File: config.mk
export PLATFORM = sky130hd
export DESIGN_NAME = mon_desc_builder
export DESIGN_NICKNAME = d
export VERILOG_FILES = /design/src/rtl/mdb_pkg.sv /design/src/rtl/mdb_ppdu_ctx.sv /design/src/rtl/mdb_mark_q.sv /design/src/rtl/mdb_fmt.sv /design/src/rtl/mdb_out_reg.sv /design/src/rtl/mon_desc_builder.sv
export SDC_FILE = /design/constraint.sdc
export NUM_CORES = 1
export LEC_CHECK = 0
export BUFFER_PORTS_ARGS = -buffer_cell sky130_fd_sc_hd__buf_2
export CORE_AREA = 2 2 136 138
export CTS_CLUSTER_DIAMETER = 200
export DETAILED_ROUTE_END_ITERATION = 7
export DIE_AREA = 0 0 138 140
export GPL_TIMING_DRIVEN = 0
export PLACE_DENSITY_LB_ADDON = 0.05
export SKIP_CTS_REPAIR_TIMING = 1
export SYNTH_ARGS = -nofsm -noshare
export SYNTH_HDL_FRONTEND = slang
export SYNTH_SLANG_ARGS = --single-unit
File: constraint.sdc
create_clock -name clk -period 4.8 [get_ports clk]
set_clock_uncertainty 0.1 [all_clocks]
set_input_delay 0.72 -clock clk [delete_from_list [all_inputs] [get_ports clk]]
set_output_delay 0.72 -clock clk [all_outputs]
set_load 0.05 [all_outputs]
File: src/rtl/mdb_pkg.sv
package mdb_pkg;
  localparam int WORD_W    = 32;
  localparam int NUM_WORDS = 8;
  localparam int DESC_W    = WORD_W * NUM_WORDS;
  localparam int ADDR_W    = 40;
  localparam int ADDR_LO_W = 32;
  localparam int ADDR_HI_W = ADDR_W - ADDR_LO_W;
  localparam int MSDU_W    = 8;
  localparam int TID_W     = 4;
  localparam int FRAG_W    = 4;
  localparam int ERR_W     = 5;
  localparam int SBC_W     = 4;
  localparam int ID_W      = 16;

  typedef enum logic [1:0] {
    RSN_ERROR = 2'd0,
    RSN_ROUTE = 2'd1,
    RSN_FLUSH = 2'd2
  } push_rsn_e;

  typedef struct packed {
    logic [14:0]       rsvd;
    logic              eop;
    logic [SBC_W-1:0]  sbc;
    logic              fbar;
    logic [FRAG_W-1:0] frag;
    logic [ERR_W-1:0]  err;
    push_rsn_e         rsn;
  } ctl_word_t;
endpackage

File: src/rtl/mdb_ppdu_ctx.sv
module mdb_ppdu_ctx
  import mdb_pkg::*;
(
  input  logic             clk,
  input  logic             rst_n,
  input  logic             start_i,
  input  logic [ID_W-1:0]  id_i,
  input  logic             stb_i,
  input  logic             clr_on_start_i,
  input  logic             mark_load_i,
  output logic [ID_W-1:0]  id_o,
  output logic [SBC_W-1:0] sbc_o
);
  localparam logic [SBC_W-1:0] SBC_MAX = {SBC_W{1'b1}};

  logic [ID_W-1:0]  id_q, id_n;
  logic [SBC_W-1:0] sbc_q, sbc_n;
  logic             id_en, sbc_en;

  always_comb begin
    id_en  = start_i;
    id_n   = id_i;
    sbc_en = 1'b0;
    sbc_n  = sbc_q;
    if (mark_load_i || (start_i && clr_on_start_i)) begin
      sbc_en = 1'b1;
      sbc_n  = '0;
    end else if (stb_i && (sbc_q != SBC_MAX)) begin
      sbc_en = 1'b1;
      sbc_n  = sbc_q + 1'b1;
    end
  end

  always_ff @(posedge clk or negedge rst_n) begin
    if (!rst_n) begin
      id_q  <= '0;
      sbc_q <= '0;
    end else begin
      if (id_en)  id_q  <= id_n;
      if (sbc_en) sbc_q <= sbc_n;
    end
  end

  assign id_o  = id_q;
  assign sbc_o = sbc_q;
endmodule

File: src/rtl/mdb_mark_q.sv
module mdb_mark_q (
  input  logic clk,
  input  logic rst_n,
  input  logic en_i,
  input  logic end_i,
  input  logic flush_i,
  input  logic take_i,
  output logic pend_o,
  output logic flush_o
);
  logic pend_q, pend_n, fl_q, fl_n;

  always_comb begin
    pend_n = take_i ? 1'b0 : pend_q;
    fl_n   = take_i ? 1'b0 : fl_q;
    if (en_i && (end_i || flush_i)) begin
      pend_n = 1'b1;
      fl_n   = fl_n | flush_i;
    end
  end

  always_ff @(posedge clk or negedge rst_n) begin
    if (!rst_n) begin
      pend_q <= 1'b0;
      fl_q   <= 1'b0;
    end else begin
      pend_q <= pend_n;
      fl_q   <= fl_n;
    end
  end

  assign pend_o  = pend_q;
  assign flush_o = fl_q;
endmodule

File: src/rtl/mdb_fmt.sv
module mdb_fmt
  import mdb_pkg::*;
(
  input  logic              mark_i,
  input  logic              mark_flush_i,
  input  logic [ADDR_W-1:0] addr_i,
  input  logic [MSDU_W-1:0] msdu_i,
  input  logic              frag_flag_i,
  input  logic [FRAG_W-1:0] frag_i,
  input  logic [TID_W-1:0]  tid_i,
  input  logic              fbar_i,
  input  logic              err_i,
  input  logic [ERR_W-1:0]  code_i,
  input  logic [SBC_W-1:0]  sbc_i,
  input  logic [ID_W-1:0]   id_i,
  output logic [DESC_W-1:0] desc_o
);
  logic [WORD_W-1:0] words [NUM_WORDS];
  ctl_word_t         ctl;
  logic              frame;

  always_comb begin
    frame     = !mark_i;
    ctl       = '0;
    ctl.eop   = mark_i;
    ctl.sbc   = sbc_i;
    if (mark_i) ctl.rsn = mark_flush_i ? RSN_FLUSH : RSN_ROUTE;
    else        ctl.rsn = err_i ? RSN_ERROR : RSN_ROUTE;
    ctl.err   = (frame && err_i) ? code_i : '0;
    ctl.frag  = (frame && frag_flag_i) ? frag_i : '0;
    ctl.fbar  = frame && fbar_i;

    for (int w = 0; w < NUM_WORDS; w++) words[w] = '0;
    if (frame) begin
      words[0] = addr_i[ADDR_LO_W-1:0];
      words[1][ADDR_HI_W-1:0] = addr_i[ADDR_W-1:ADDR_LO_W];
      words[2][MSDU_W-1:0] = msdu_i;
      words[2][MSDU_W]     = frag_flag_i;
      words[2][WORD_W-1 -: TID_W] = tid_i;
    end
    words[6] = ctl;
    words[7][ID_W-1:0] = id_i;
  end

  for (genvar g = 0; g < NUM_WORDS; g++) begin : g_pack
    assign desc_o[g*WORD_W +: WORD_W] = words[g];
  end
endmodule

File: src/rtl/mdb_out_reg.sv
module mdb_out_reg
  import mdb_pkg::*;
(
  input  logic              clk,
  input  logic              rst_n,
  input  logic              load_i,
  input  logic [DESC_W-1:0] data_i,
  input  logic              rdy_i,
  output logic              vld_o,
  output logic [DESC_W-1:0] data_o,
  output logic              free_o
);
  logic              vld_q, vld_n;
  logic [DESC_W-1:0] data_q;

  always_comb begin
    free_o = !vld_q || rdy_i;
    if (load_i)     vld_n = 1'b1;
    else if (rdy_i) vld_n = 1'b0;
    else            vld_n = vld_q;
  end

  always_ff @(posedge clk or negedge rst_n) begin
    if (!rst_n) vld_q <= 1'b0;
    else        vld_q <= vld_n;
  end

  always_ff @(posedge clk) begin
    if (load_i) data_q <= data_i;
  end

  assign vld_o  = vld_q;
  assign data_o = data_q;
endmodule

File: src/rtl/mon_desc_builder.sv
module mon_desc_builder
  import mdb_pkg::*;
(
  input  logic              clk,
  input  logic              rst_n,
  input  logic              cfg_mark_en,
  input  logic              mpdu_vld,
  input  logic [ADDR_W-1:0] mpdu_link_addr,
  input  logic [MSDU_W-1:0] mpdu_msdu_cnt,
  input  logic              mpdu_frag_flag,
  input  logic [FRAG_W-1:0] mpdu_frag_num,
  input  logic [TID_W-1:0]  mpdu_tid,
  input  logic              mpdu_fbar,
  input  logic              mpdu_err,
  input  logic [ERR_W-1:0]  mpdu_err_code,
  input  logic              stat_buf_used,
  input  logic              ppdu_start,
  input  logic [ID_W-1:0]   ppdu_id_in,
  input  logic              ppdu_end,
  input  logic              ppdu_flush,
  output logic              desc_vld,
  input  logic              desc_rdy,
  output logic [DESC_W-1:0] desc_data,
  output logic              ovf_sticky
);
  logic              slot_free, mark_pend, mark_flush, mark_load, mpdu_acc, load;
  logic [ID_W-1:0]   cur_id;
  logic [SBC_W-1:0]  cur_sbc;
  logic [DESC_W-1:0] next_desc;
  logic              ovf_q, ovf_n;

  always_comb begin
    mark_load = mark_pend && slot_free;
    mpdu_acc  = mpdu_vld && slot_free && !mark_pend;
    load      = mark_load || mpdu_acc;
    ovf_n     = ovf_q || (mpdu_vld && !mpdu_acc);
  end

  always_ff @(posedge clk or negedge rst_n) begin
    if (!rst_n) ovf_q <= 1'b0;
    else        ovf_q <= ovf_n;
  end

  mdb_ppdu_ctx u_ctx (
    .clk            (clk),
    .rst_n          (rst_n),
    .start_i        (ppdu_start),
    .id_i           (ppdu_id_in),
    .stb_i          (stat_buf_used),
    .clr_on_start_i (!cfg_mark_en),
    .mark_load_i    (mark_load),
    .id_o           (cur_id),
    .sbc_o          (cur_sbc)
  );

  mdb_mark_q u_markq (
    .clk     (clk),
    .rst_n   (rst_n),
    .en_i    (cfg_mark_en),
    .end_i   (ppdu_end),
    .flush_i (ppdu_flush),
    .take_i  (mark_load),
    .pend_o  (mark_pend),
    .flush_o (mark_flush)
  );

  mdb_fmt u_fmt (
    .mark_i       (mark_pend),
    .mark_flush_i (mark_flush),
    .addr_i       (mpdu_link_addr),
    .msdu_i       (mpdu_msdu_cnt),
    .frag_flag_i  (mpdu_frag_flag),
    .frag_i       (mpdu_frag_num),
    .tid_i        (mpdu_tid),
    .fbar_i       (mpdu_fbar),
    .err_i        (mpdu_err),
    .code_i       (mpdu_err_code),
    .sbc_i        (cur_sbc),
    .id_i         (cur_id),
    .desc_o       (next_desc)
  );

  mdb_out_reg u_out (
    .clk    (clk),
    .rst_n  (rst_n),
    .load_i (load),
    .data_i (next_desc),
    .rdy_i  (desc_rdy),
    .vld_o  (desc_vld),
    .data_o (desc_data),
    .free_o (slot_free)
  );

  assign ovf_sticky = ovf_q;
endmodule

==> impl_metrics.ini, run 1 <==
[clocking]
cts_tree = done
cts-root-buf = clkbuf_16
numCtsBuffers = 9
clkSinkCount = 110
insertion_delay_ps = 350
h-tree-depth = 3
clock_path_buffers = 2
cts.clk_slew.worst_paths_ps = 70

[place]
dp_hpwl_mm = 9.37
gp_congestion = 0.710
dp_slack_ps = 2200
port_buffers = 175

[detailed_routing]
drc = 0
drt_wl_total_mm = 11.8
first_pass_iters = 3
ant_nets = 0
viasPerCell = 3.40
num_vias = 3380
first_iter_violations = 121
wl_per_cell_um = 11.9

[floorplanning]
die_x_um = 138
die_area_um2 = 19300
ioPinCount = 347
rows = 49
die_height_um = 140
core_area_um2 = 17800
start_util_pct = 29.7

[setup_path]
cp-start-kind = register
critPathArrivalTime_ps = 2330
path_cells = clkbuf_2 -> nor2_1 -> nor2_4 -> buf_12
worst-path-buf-inv = 2
crit_type = register to register
critPathTopFamily = simple AND/OR/NAND/NOR gates
cp_slowest_stage_delay_ps = 730
cp_data_required_time_ps = 4740
crit_slowest_cell = nor2_4
crit_fanout = 34
end_kind = register

[timing]
layout_setup_ws_ps = 2420
slew_viol_final = 0
rsz0062_at_grt = no
finalSetupViolCount = 0
whs_ps = 277
max_freq_mhz = 420
worst_pin_slew_ps = 940
min_period_ps = 2380
finalCritPeriodShare_pct = 49.6
maxSlewHeadroom_pct = 37.2
hold_viol = 0

[logic_synthesis]
ys_ff_latch = 110
synth_cells = 402
synth_edf_count = 86
yosysUniqueCellTypes = 28
ys_seq_area_share_pct = 60.3
async_flop_share_pct = 21.8
synth_area_um2 = 5280
ys.warnings.count = 0
syn_avg_cell_area_um2 = 13.1
ys.flop_type = edfxtp_1

[power_and_ir_drop]
powerDensity_nw_per_um2 = 374
power.switching_uw = 1030
power.total_uw = 2770
power_frac_clock_pct = 26.6
ir_worst_vdd_mv = 0.167
seqPwrFrac_pct = 41.9
pwr-share-comb_pct = 31.4
switching_share_pct = 37.1
internal_power_uw = 1740
leakagePower_uw = 0.00380

[grt]
grt_pass1_wl_mm = 17.6
antenna_found_initial = 0
grt.total_usage_pct = 11.7
overflow = 0
grt_max_degree = 35
grt_pass1_vias = 3266

[final_layout]
fin_nets = 849
post-route-util_pct = 41.7
area_growth_pct = 40.5
diodes = 0
drive_gt1_share_pct = 50.9

[status]
status = finished clean

[min_path]
min_path_type = input pin to asynchronous set/reset pin

[flow_run]
drv_cap = 0
[flip-flops by register name (all words and copies together) (netlist names)]
| name | count |
|---|---|
| u_out.data_o | 86 |
| u_ctx.sbc_o | 4 |
| u_out.vld_o | 1 |
| u_markq.flush_o | 1 |
| u_markq.pend_o | 1 |
| ovf_sticky | 1 |
| u_ctx.id_o | 16 |
[layout by cell type (no fill, tap or decap), types with 5 or more instances in the layout]
cell	instances
buf_2	178
buf_4	171
conb_1	170
edfxtp_1	86
nor2b_1	55
dfrtp_1	24
mux2_2	16
and2_1	10
clkbuf_16	10
o21ai_0	5
[power by group through the flow]
stage          registers (µW)  logic, µW  clock network (µW)
2_1_floorplan            1430        480                   0
3_3_place_gp             1190        862                   0
3_5_place_dp             1190        870                   0
4_1_cts                  1170        871                 764
5_1_grt                  1170        912                 796
6_report                 1160        872                 739
[area by class of cell]
class / count / area, µm²
well taps: 229 / 287
fillers: 1772 / 10400
plain buffers: 178 / 1320
multi-input cells: 279 / 1410
clock buffers: 12 / 268
flip-flops and latches: 110 / 3180
repair buffers: 177 / 916
inverters: 4 / 15.0
clock inverters: 4 / 27.5
[synth_stat cells, drive strengths merged (2+ instances only)]
master / n / area [µm²]
nor2: 3 / 11.3
inv: 4 / 15.0
clkbuf: 4 / 16.3
nand2: 4 / 15.0
a21oi: 3 / 18.8
edfxtp: 86 / 2580
o21ai: 5 / 25.0
nand2b: 2 / 12.5
dfrtp: 24 / 601
nor3: 2 / 10.0
buf: 174 / 1300
mux2: 16 / 180
and2: 10 / 62.6
nor2b: 55 / 344
[layer usage]
metal | wire length (µm) | vias up | track usage [%]
li1 | - | 1706 | -
met1 | 4370 | 1480 | 12.6
met2 | 5840 | 185 | 20.2
met3 | 1410 | 9 | 5.61
met4 | 169 | 0 | 4.51
met5 | 0 | - | 0
[cells by family (layout without fill, tap and decap cells)]
logic type | Yosys count | count (layout) | share of synthesized area [%]
other | 1 | 170 | 0.0711
muxes | 16 | 16 | 3.41
AOI/OAI and AO/OA | 10 | 10 | 1.21
and+or+nand+nor | 82 | 82 | 9.55
adders and majority gates | 1 | 1 | 0.237
DFF | 110 | 110 | 60.3
buffers and inverters | 182 | 375 | 25.2
[per-stage QoR]
step                setup TNS [ps]  area, µm²  cells
CTS                              0       7420    993
global route                     0       7420    993
global placement            -21270       7080    975
detailed placement               0       7120    977
floorplan                        0       5910    571
finish                           0       7420    993
[final timing paths]
path                           startpoint           endpoint  slack (ps)  depth (start not counted)
min in group clk            u_ctx.id_o[7]  u_out.data_o[231]         350                          0
setup / recovery           u_markq.pend_o   u_out.data_o[33]        2420                          4
setup reg to reg           u_markq.pend_o   u_out.data_o[33]        2420                          4
hold / removal                      rst_n     u_ctx.sbc_o[2]         280                          1
max in group asynchronous           rst_n      u_ctx.id_o[5]        3920                          1
hold reg to reg             u_ctx.id_o[7]  u_out.data_o[231]         350                          0
Power figures use the tool's default switching activity.
==> inputs of run 2 (changes only) <==
clock period = 2.1 ns   (was 4.8 ns; I/O delays follow)
==> impl_metrics.ini, run 2 (synthesis results as in run 1) <==
[floorplanning]
start_util_pct = 29.7
die_x_um = 138
rows = 49
die_area_um2 = 19300
core_area_um2 = 17800
ioPinCount = 347
die_height_um = 140

[clocking]
insertion_delay_ps = 340
clkSinkCount = 110
numCtsBuffers = 9
cts.clk_slew.worst_paths_ps = 70
cts-root-buf = clkbuf_16
h-tree-depth = 3
cts_tree = done
clock_path_buffers = 2

[detailed_routing]
first_iter_violations = 121
drt_wl_total_mm = 11.7
wl_per_cell_um = 11.7
first_pass_iters = 4
num_vias = 3405
ant_nets = 0
viasPerCell = 3.41
drc = 0

[setup_path]
cp_slowest_stage_delay_ps = 470
crit_fanout = 32
end_kind = register
critPathArrivalTime_ps = 1810
critPathLaunch = u_markq.pend_o
worst-path-buf-inv = 3
critPathTopFamily = buffers and inverters
cp_data_required_time_ps = 2040
rr_startpoint = u_markq.pend_o
path_cells = clkbuf_2 -> nor2_1 -> nor2_4 -> buf_16 -> buf_12
cp-start-kind = register
crit_type = register to register
crit_slowest_cell = dfrtp_1

[min_path]
hp-start = ppdu_flush
min_path_type = input pin to register

[final_layout]
final_cell_mix = buf_2 (178), buf_4 (173), conb_1 (170), edfxtp_1 (86), nor2b_1 (55)
fillers = 1768
area_growth_pct = 41.2
largest_register_ffs = 86
fin_nets = 853
drive_gt1_share_pct = 51.0
layout_commonest_cell = buf_2

[place]
dp_slack_ps = -267
gp_congestion = 0.693
port_buffers = 175
dp_hpwl_mm = 9.32

[timing]
layout_setup_ws_ps = 229
max_freq_mhz = 534
finalSetupViolCount = 0
hold_viol = 0
worst_pin_slew_ps = 561
slew_viol_final = 0
min_period_ps = 1870
maxSlewHeadroom_pct = 62.6
rsz0062_at_grt = no
tns_ps = 0
finalCritPeriodShare_pct = 89.1

[grt]
grt_pass1_wl_mm = 17.3
overflow = 0
grt_max_degree = 33
antenna_found_initial = 1
grt.total_usage_pct = 11.5
grt_pass1_vias = 3311

[power_and_ir_drop]
ir_worst_vdd_mv = 0.346
leakagePower_uw = 0.00381
powerDensity_nw_per_um2 = 840

[status]
status = finished clean

[flow_run]
drv_cap = 0
run 2: power by group:
group	switching [µW]	internal (µW)
Clock	776	812
Sequential	59.5	2600
Combinational	1520	493
Total	2350	3900
run 2: layer usage:
| metal | vias to the layer above | track usage (%) | routed length [µm] |
|---|---|---|---|
| met5 | - | 0 | 0 |
| met3 | 11 | 4.17 | 1220 |
| met2 | 184 | 21.2 | 6080 |
| met4 | 0 | 4.35 | 162 |
| met1 | 1494 | 12.0 | 4190 |
| li1 | 1716 | - | - |
run 2: worst reg2reg max path: cells and delay by family (launching register included):
kind,cells,cell delay (ps)
buf+inv,3,700
flops,1,470
simple gates,2,280
run 2: final timing paths:
kind / to / slack [ps] / cells after the start
setup / recovery: u_out.data_o[29] / 230 / 5
hold / removal: u_markq.flush_o / 90 / 3
setup reg to reg: u_out.data_o[29] / 230 / 5
hold reg to reg: u_out.data_o[226] / 340 / 0
max in group asynchronous: u_out.vld_o / 1090 / 2
min in group asynchronous: u_ctx.id_o[12] / 400 / 2
run 2: cell type report:
cell class,count,area [µm²],area share [%]
tap,229,287,3.84
multi-input combinational,279,1410,18.9
antenna,1,2.50,0.0336
clock buffer,10,229,3.07
buffer,178,1320,17.6
timing repair buffer,181,968,13.0
clock inverter,6,45.0,0.604
sequential,110,3180,42.7
inverter,4,15.0,0.201
run 2: metrics by stage:
step                      util [%]  std cells  total power, µW  hold slack, ps  instance area, µm²
after CTS                     41.8        994             6330            -125                7420
after floorplan                  -        571             4370           -80.6                5920
after detailed placement      40.2        978             4710             258                7150
after global routing          41.9        997             6520            91.9                7450
final                         41.9        998             6260            86.3                7450
after global placement        39.8        975             4680             254                7080
